`config.mk`:
```
export PLATFORM = sky130hd
export DESIGN_NAME = cp0x_sysctl
export DESIGN_NICKNAME = d
export VERILOG_FILES = /design/src/rtl/cp0x_pkg.sv /design/src/rtl/cp0x_bp_bank.sv /design/src/rtl/cp0x_irq_detect.sv /design/src/rtl/cp0x_trap_calc.sv /design/src/rtl/cp0x_sysctl.sv
export SDC_FILE = /design/constraint.sdc
export NUM_CORES = 1
export LEC_CHECK = 0
export BUFFER_PORTS_ARGS = -buffer_cell sky130_fd_sc_hd__buf_2
export CORE_ASPECT_RATIO = 0.6
export CORE_UTILIZATION = 50
export CTS_CLUSTER_SIZE = 28
export DETAILED_ROUTE_END_ITERATION = 6
export PLACE_DENSITY = 0.67
export REMOVE_ABC_BUFFERS = 1
export SETUP_SLACK_MARGIN = 0.02
export SLEW_MARGIN = 20
export SYNTH_ARGS = -nofsm -noshare
export SYNTH_HDL_FRONTEND = slang
export SYNTH_SLANG_ARGS = --single-unit
```
`constraint.sdc`:
```
create_clock -name clk -period 6.2 [get_ports clk]
set_clock_uncertainty 0.1 [all_clocks]
set_input_delay 0.62 -clock clk [delete_from_list [all_inputs] [get_ports clk]]
set_output_delay 0.62 -clock clk [all_outputs]
set_load 0.005 [all_outputs]
```
`src/rtl/cp0x_pkg.sv`:
```
package cp0x_pkg;

  localparam int unsigned WORD_W   = 32;
  localparam int unsigned NUM_REGS = 16;
  localparam int unsigned IDX_W    = $clog2(NUM_REGS);
  localparam int unsigned CODE_W   = 5;
  localparam int unsigned CODE_LSB = 2;
  localparam int unsigned HW_BIT   = 10;
  localparam int unsigned BD_BIT   = 31;
  localparam int unsigned IE_BIT   = 0;

  typedef logic [WORD_W-1:0] word_t;
  typedef logic [IDX_W-1:0]  idx_t;
  typedef logic [CODE_W-1:0] code_t;

  localparam idx_t IX_BPCTL  = idx_t'(7);
  localparam idx_t IX_STATUS = idx_t'(12);
  localparam idx_t IX_CAUSE  = idx_t'(13);
  localparam idx_t IX_EPC    = idx_t'(14);
  localparam idx_t IX_PRID   = idx_t'(15);

  localparam word_t IRQ_FIELD  = 32'h0000_0700;
  localparam word_t LOW_FIELD  = 32'h0000_007F;
  localparam word_t BPCTL_MASK = 32'hFFC0_F03F;
  localparam word_t CAUSE_MASK = 32'h0000_0300;

  // Bits that software may change, by register index.
  function automatic word_t write_mask(input idx_t idx);
    word_t m;
    case (idx)
      idx_t'(3), idx_t'(5), idx_t'(9), idx_t'(11), IX_STATUS: m = '1;
      IX_BPCTL: m = BPCTL_MASK;
      IX_CAUSE: m = CAUSE_MASK;
      default:  m = '0;
    endcase
    return m;
  endfunction

  typedef struct packed {
    word_t status;
    word_t cause;
    word_t epc;
  } trap_state_t;

endpackage

```
`src/rtl/cp0x_bp_bank.sv`:
```
// Plain storage for the low, fully software-owned registers.
// One write port and one registered read port, so it maps to block RAM.
module cp0x_bp_bank #(
  parameter int unsigned DEPTH = 12,
  parameter int unsigned WIDTH = 32,
  localparam int unsigned AW   = $clog2(DEPTH)
) (
  input  logic             clk,
  input  logic             we,
  input  logic [AW-1:0]    waddr,
  input  logic [WIDTH-1:0] wdata,
  input  logic [AW-1:0]    raddr,
  output logic [WIDTH-1:0] rdata
);

  logic [WIDTH-1:0] mem [DEPTH];

  always_ff @(posedge clk) begin
    if (we) begin
      mem[waddr] <= wdata;
    end
    rdata <= mem[raddr];
  end

endmodule

```
`src/rtl/cp0x_irq_detect.sv`:
```
// Decides whether an enabled, unmasked interrupt is pending.
module cp0x_irq_detect
  import cp0x_pkg::*;
#(
  parameter word_t       FIELD  = IRQ_FIELD,
  parameter int unsigned EN_BIT = IE_BIT
) (
  input  word_t status,
  input  word_t cause,
  output logic  pend
);

  word_t hits;

  always_comb begin
    hits = status & cause & FIELD;
    pend = status[EN_BIT] && (hits != '0);
  end

endmodule

```
`src/rtl/cp0x_trap_calc.sv`:
```
// Computes the register values written when a trap is taken.
module cp0x_trap_calc
  import cp0x_pkg::*;
#(
  parameter int unsigned STACK_BITS = 6,
  parameter int unsigned PUSH_STEP  = 2,
  parameter int unsigned IRQ_BACK   = 4,
  parameter int unsigned EXC_BACK   = 8,
  parameter int unsigned SLOT_BACK  = 4
) (
  input  word_t       pc,
  input  logic        in_slot,
  input  logic        is_irq,
  input  code_t       code,
  input  word_t       status,
  input  word_t       cause,
  output trap_state_t nxt
);

  word_t back;
  word_t c;
  word_t s;

  always_comb begin
    back = is_irq ? word_t'(IRQ_BACK) : word_t'(EXC_BACK);
    if (in_slot) begin
      back = back + word_t'(SLOT_BACK);
    end

    c = cause & ~LOW_FIELD;
    c[CODE_LSB +: CODE_W] = is_irq ? '0 : code;
    c[BD_BIT] = in_slot;

    s = status;
    s[STACK_BITS-1:0] = {status[STACK_BITS-PUSH_STEP-1:0], {PUSH_STEP{1'b0}}};

    nxt.epc    = pc - back;
    nxt.cause  = c;
    nxt.status = s;
  end

endmodule

```
`src/rtl/cp0x_sysctl.sv`:
```
module cp0x_sysctl
  import cp0x_pkg::*;
#(
  parameter int unsigned HW_LINES   = 1,
  parameter logic [31:0] PRID_VALUE = 32'h0000_0002
) (
  input  logic                clk,
  input  logic                rst,
  input  logic                wr_en,
  input  logic [3:0]          wr_idx,
  input  logic [31:0]         wr_data,
  input  logic [3:0]          rd_idx,
  output logic [31:0]         rd_data,
  input  logic [HW_LINES-1:0] hw_irq,
  input  logic [31:0]         pc,
  input  logic                in_delay_slot,
  input  logic                exc_req,
  input  logic [4:0]          exc_code,
  output logic                irq_take
);

  localparam idx_t        BANK_TOP   = IX_STATUS;
  localparam int unsigned BANK_DEPTH = int'(BANK_TOP);

  word_t       status_q, cause_q, epc_q;
  word_t       status_d, cause_d, epc_d;
  logic        irq_take_q;
  logic        irq_pend;
  logic        trap_now;
  logic        sw_we;
  logic        bank_we;
  word_t       wmask_w;
  word_t       wr_masked;
  logic        hw_any;
  trap_state_t trap_nxt;
  idx_t        bank_raddr;
  word_t       bank_rd;
  word_t       spec_rd_q;
  logic        use_bank_q;

  cp0x_irq_detect u_irq (
    .status (status_q),
    .cause  (cause_q),
    .pend   (irq_pend)
  );

  cp0x_trap_calc u_trap (
    .pc      (pc),
    .in_slot (in_delay_slot),
    .is_irq  (irq_pend),
    .code    (exc_code),
    .status  (status_q),
    .cause   (cause_q),
    .nxt     (trap_nxt)
  );

  always_comb begin
    trap_now  = irq_pend | exc_req;
    sw_we     = wr_en & ~trap_now;
    wmask_w   = write_mask(wr_idx);
    wr_masked = wr_data & wmask_w;
    bank_we   = sw_we && (wr_idx < BANK_TOP) && (wmask_w != '0);
    hw_any    = |hw_irq;
  end

  // Next-state selection for the trap-owned registers.
  always_comb begin
    status_d = status_q;
    cause_d  = cause_q;
    epc_d    = epc_q;
    if (trap_now) begin
      status_d = trap_nxt.status;
      cause_d  = trap_nxt.cause;
      epc_d    = trap_nxt.epc;
    end else if (sw_we) begin
      if (wr_idx == IX_STATUS) begin
        status_d = (status_q & ~wmask_w) | wr_masked;
      end
      if (wr_idx == IX_CAUSE) begin
        cause_d = (cause_q & ~wmask_w) | wr_masked;
      end
    end
    cause_d[HW_BIT] = hw_any;
  end

  always_ff @(posedge clk) begin
    if (rst) begin
      status_q   <= '0;
      cause_q    <= '0;
      epc_q      <= '0;
      irq_take_q <= 1'b0;
    end else begin
      status_q   <= status_d;
      cause_q    <= cause_d;
      epc_q      <= epc_d;
      irq_take_q <= irq_pend;
    end
  end

  assign bank_raddr = (rd_idx < BANK_TOP) ? rd_idx : '0;

  cp0x_bp_bank #(
    .DEPTH (BANK_DEPTH),
    .WIDTH (WORD_W)
  ) u_bank (
    .clk   (clk),
    .we    (bank_we),
    .waddr (wr_idx),
    .wdata (wr_masked),
    .raddr (bank_raddr),
    .rdata (bank_rd)
  );

  always_ff @(posedge clk) begin
    if (rst) begin
      spec_rd_q  <= '0;
      use_bank_q <= 1'b0;
    end else begin
      use_bank_q <= (rd_idx < BANK_TOP) && (write_mask(rd_idx) != '0);
      case (rd_idx)
        IX_STATUS: spec_rd_q <= status_q;
        IX_CAUSE:  spec_rd_q <= cause_q;
        IX_EPC:    spec_rd_q <= epc_q;
        IX_PRID:   spec_rd_q <= PRID_VALUE;
        default:   spec_rd_q <= '0;
      endcase
    end
  end

  assign rd_data  = use_bank_q ? bank_rd : spec_rd_q;
  assign irq_take = irq_take_q;

  AST_TAKE_CLEARS_IE: assert property (@(posedge clk) disable iff (rst)
    irq_take |-> !status_q[IE_BIT]);

  AST_IRQ_RETURN_ADDR: assert property (@(posedge clk) disable iff (rst)
    (irq_take && !$past(in_delay_slot)) |-> (epc_q == $past(pc) - 32'd4));

  AST_SLOT_FLAG: assert property (@(posedge clk) disable iff (rst)
    (irq_take && $past(in_delay_slot)) |-> (cause_q[BD_BIT] && (epc_q == $past(pc) - 32'd8)));

  AST_IRQ_OVER_EXC: assert property (@(posedge clk) disable iff (rst)
    (irq_take && $past(exc_req)) |-> (cause_q[CODE_LSB +: CODE_W] == '0));

  AST_CAUSE_SW_FIELD: assert property (@(posedge clk) disable iff (rst)
    (!$past(rst) && $past(wr_en && (wr_idx == IX_CAUSE) && !exc_req && !irq_pend))
      |-> ((cause_q[31:11] == $past(cause_q[31:11])) && (cause_q[7:0] == $past(cause_q[7:0]))));

  AST_PRID_READ: assert property (@(posedge clk) disable iff (rst)
    (!$past(rst) && ($past(rd_idx) == IX_PRID)) |-> (rd_data == PRID_VALUE));

  AST_HW_PEND_TRACK: assert property (@(posedge clk) disable iff (rst)
    !$past(rst) |-> (cause_q[HW_BIT] == $past(|hw_irq)));

endmodule

```
==> out/qor.csv <==
stage,metric,value,unit
outcome,status,completed,
timing,relSlewSlack,0.432,
logic_synthesis,synth_seq_area_share,0.679,
logic_synthesis,synth_top_area_share,0.530,
logic_synthesis,ys_types,55,
die,rows,58,
clock_network,clk_latency,0.56,ns
worst_setup_path,crit_path_end_kind,flip-flop,
power_and_ir_drop,combPwrFrac,0.073,
timing,rsz0062_at_grt,false,
clock_network,clock-sinks,546,
die,start_util,0.513,
layout,multi_input_comb_area,7400,um^2
placed_design,place_ws,2.53,ns
power_and_ir_drop,p_switching,1.71,mW
timing,max_freq,273,MHz
clock_network,cts_resized,0,
logic_synthesis,muxShareOfSynthArea,0.114,
worst_setup_path,crit_required,6.58,ns
timing,setup_violations,0,
worst_setup_path,setup.worst_path.class,flip-flop to flip-flop,
layout,area_delta_synth_final,16.7,%
clock_network,clock_path_buffers,3,
logic_synthesis,synth-edff-count,384,
logic_synthesis,synth-simple-area-share,0.0788,
logic_synthesis,synthAdderAreaFrac,0.00265,
routing,via_per_inst,5.27,
global_routing,grt_max_degree,124,
power_and_ir_drop,vdd_ir_drop_max,218,uV
layout,stdcell_area,25400,um^2
die,core_area,42400,um^2
timing,drv_slew,0,
routing,drtAntennaViolNets,0,
global_routing,grt_pass1_vias,12734,
timing,min_period,3.66,ns
logic_synthesis,ys_ff_latch,546,
global_routing,grt_antenna_before_repair,8,
die,die-height,164,um
power_and_ir_drop,total_power,7.79,mW
placed_design,dp_cells,2432,
placed_design,dpl.hpwl,31.6,mm
clock_network,root_buffer,clkbuf_16,
logic_synthesis,syn_area,21700,um^2
worst_setup_path,start_kind,flip-flop,
routing,wl,50.4,mm
timing,hold_violations,0,
clock_network,cts_inserted_buffers,48,
die,fp.dieArea,44400,um^2
logic_synthesis,synth_compound_area_frac,0.0933,
clock_network,ctsHtreeMaxLevel,2,
routing,drtIter0Drc,1157,
routing,wire_per_inst,19.9,um
worst_setup_path,arrival,4.04,ns
logic_synthesis,syn_avg_cell_area,13.6,um^2
layout,layoutNonFillerInstCount,2530,
global_routing,grt_pass1_wl,76.1,mm
power_and_ir_drop,p_leak,9.70,nW
layout,fillerInstances,3447,
logic_synthesis,synth_xor_xnor_area_share,0.00967,
logic_synthesis,syn_inst,1601,
die,ios,116,
clock_network,tritoncts,yes,
placed_design,globalplace.congestion,0.850,
global_routing,track_usage,0.229,
routing,drt_first_pass_iters,6,
timing,worst_slack,2.54,ns
placed_design,portBuffers,115,
power_and_ir_drop,p_sw_frac,0.219,
clock_network,cts_setup_buffers,0,
clock_network,cts-hold-fix-buffers,0,
logic_synthesis,synthArstFlopShare,0,
global_routing,overflow,0,
power_and_ir_drop,seq_power_share,0.535,
timing,tightest_slew,0.849,ns
power_and_ir_drop,internal_power,6.08,mW
logic_synthesis,synthTopCellsByArea,"edfxtp_1 (53%), dfxtp_1 (15%), mux2i_1 (6.4%), mux2_2 (5.0%), a21oi_1 (3.7%)",
layout,drive_above_1_share,0.176,
power_and_ir_drop,clock_power_share,0.391,
logic_synthesis,yosys.area.top_type,edfxtp_1,
logic_synthesis,synth_warnings,0,
worst_setup_path,cp_max_fo,10,
power_and_ir_drop,p_per_area,307,nW/um^2
min_path,hold_path.class,primary input to flip-flop,
logic_synthesis,synth_top_family_by_area,multiplexers,
layout,nets,1999,
routing,drc_errors,0,
logic_synthesis,synth_ff_type,edfxtp_1,
flow_run,cap_violations,0,
clock_network,clk_pin_slew,0.07,ns
timing,period_share,0.590,
die,fp.dieW,271,um
layout,area.sequential,14800,um^2
placed_design,placed_cell_area,23700,um^2
routing,route.vias.total,13321,
-- flip-flops by register name, summed over array words and instances, names as in the netlist, named ones only --
| register | count |
|---|---|
| u_bank.mem | 384 |
| cause_q | 7 |
| u_bank.rdata | 32 |
| status_q | 4 |
| irq_take | 1 |
| spec_rd_q | 32 |
| use_bank_q | 1 |
| epc_q | 32 |
-- metrics by stage --
step / util / TNS (ns) / hold WS (ns)
finish: 0.599 / 0 / 0.186
global route: 0.599 / 0 / 0.190
CTS: 0.598 / 0 / 0.175
detailed placement: 0.560 / 0 / 0.346
global placement: 0.560 / 0 / 0.340
floorplan: - / -23.98 / 0.325
-- power by group through the flow --
stage,logic (mW),clock network [mW],registers (mW)
final,0.572,3.05,4.17
after global placement,0.557,0,4.24
after detailed placement,0.567,0,4.25
after floorplan,0.357,0,4.22
after CTS,0.570,3.10,4.17
after global routing,0.628,3.25,4.18
-- per-layer routing --
layer,global-route usage,vias up,wire length [um]
met5,0,-,23
met4,0.0559,4,737
met3,0.0348,68,2620
met2,0.369,317,23700
met1,0.326,6575,23200
li1,-,6357,-
-- synth_stat cells, types with 2 or more instances --
library cell,number
clkbuf_1,73
nor4b_1,2
edfxtp_1,384
nand4_1,3
nand2_1,71
nor3_1,12
a211oi_1,62
or3_1,3
xor2_1,14
mux2_2,97
nor2b_1,61
ha_1,3
a211o_1,32
inv_1,11
xnor2_1,10
nand3b_1,2
buf_4,3
a311oi_1,2
nand3_1,8
nor2_1,110
buf_1,11
mux2i_1,139
nor3b_1,4
o21ai_0,74
or2_2,4
and2_1,32
or4_4,3
nor4_1,6
dfxtp_1,162
buf_2,14
a21oi_1,162
nand2b_1,4
-- path summary, 6_finish.rpt --
path,from,slack (ns),to,depth (start not counted)
worst min-delay path,exc_code[1],0.19,cause_q[3]$_SDFFE_PP0P_,3
worst max register to register,flip-flop,2.54,epc_q[22]$_SDFFE_PP0N_,12
worst max-delay path,flip-flop,2.54,epc_q[22]$_SDFFE_PP0N_,12
worst min register to register,flip-flop,0.35,flip-flop,2
-- kinds of logic (layout without fill, tap and decap cells) --
logic type	Yosys count	count (layout)
other	1	232
adders and majority gates	4	4
AOI/OAI and AO/OA	341	341
DFF	546	546
xor gates and xnor gates	24	24
buffers and inverters	114	242
muxes	236	236
and+or+nand+nor	335	335
-- layout by cell type, fill, tap and decap left out, types with 14 or more instances in the layout --
cell type,synthesis,routed
a211o_1,32,32
buf_2,14,113
o21ai_0,74,73
a211oi_1,62,62
nor2_1,110,109
dfxtp_1,162,161
nor2b_1,61,58
xor2_1,14,14
buf_4,3,25
clkbuf_16,0,50
and2_1,32,31
a21oi_1,162,162
conb_1,1,224
mux2i_1,139,138
nand2_1,71,69
edfxtp_1,384,384
mux2_2,97,97
-- cell type report --
| type | count | share of cell area |
|---|---|---|
| sequential | 546 | 0.582 |
| multi-input combinational | 1164 | 0.292 |
| clock buffer | 68 | 0.0556 |
| timing repair buffer | 141 | 0.0317 |
| tap | 570 | 0.0281 |
| clock inverter | 22 | 0.00838 |
| inverter | 11 | 0.00163 |
| antenna | 8 | 0.000789 |
-- critical path, cell delays in order (launching register included) --
cell and delay [ns]:
dfxtp_1 0.32, a222oi_1 0.64, nand2b_1 0.25, inv_1 0.06, ha_1 0.26, inv_1 0.06, ha_1 0.19, fa_1 0.21
nor3b_2 0.40, nand4_2 0.35, nor4_1 0.40, xnor2_1 0.11, a211oi_1 0.22
Power figures use the tool's default switching activity.
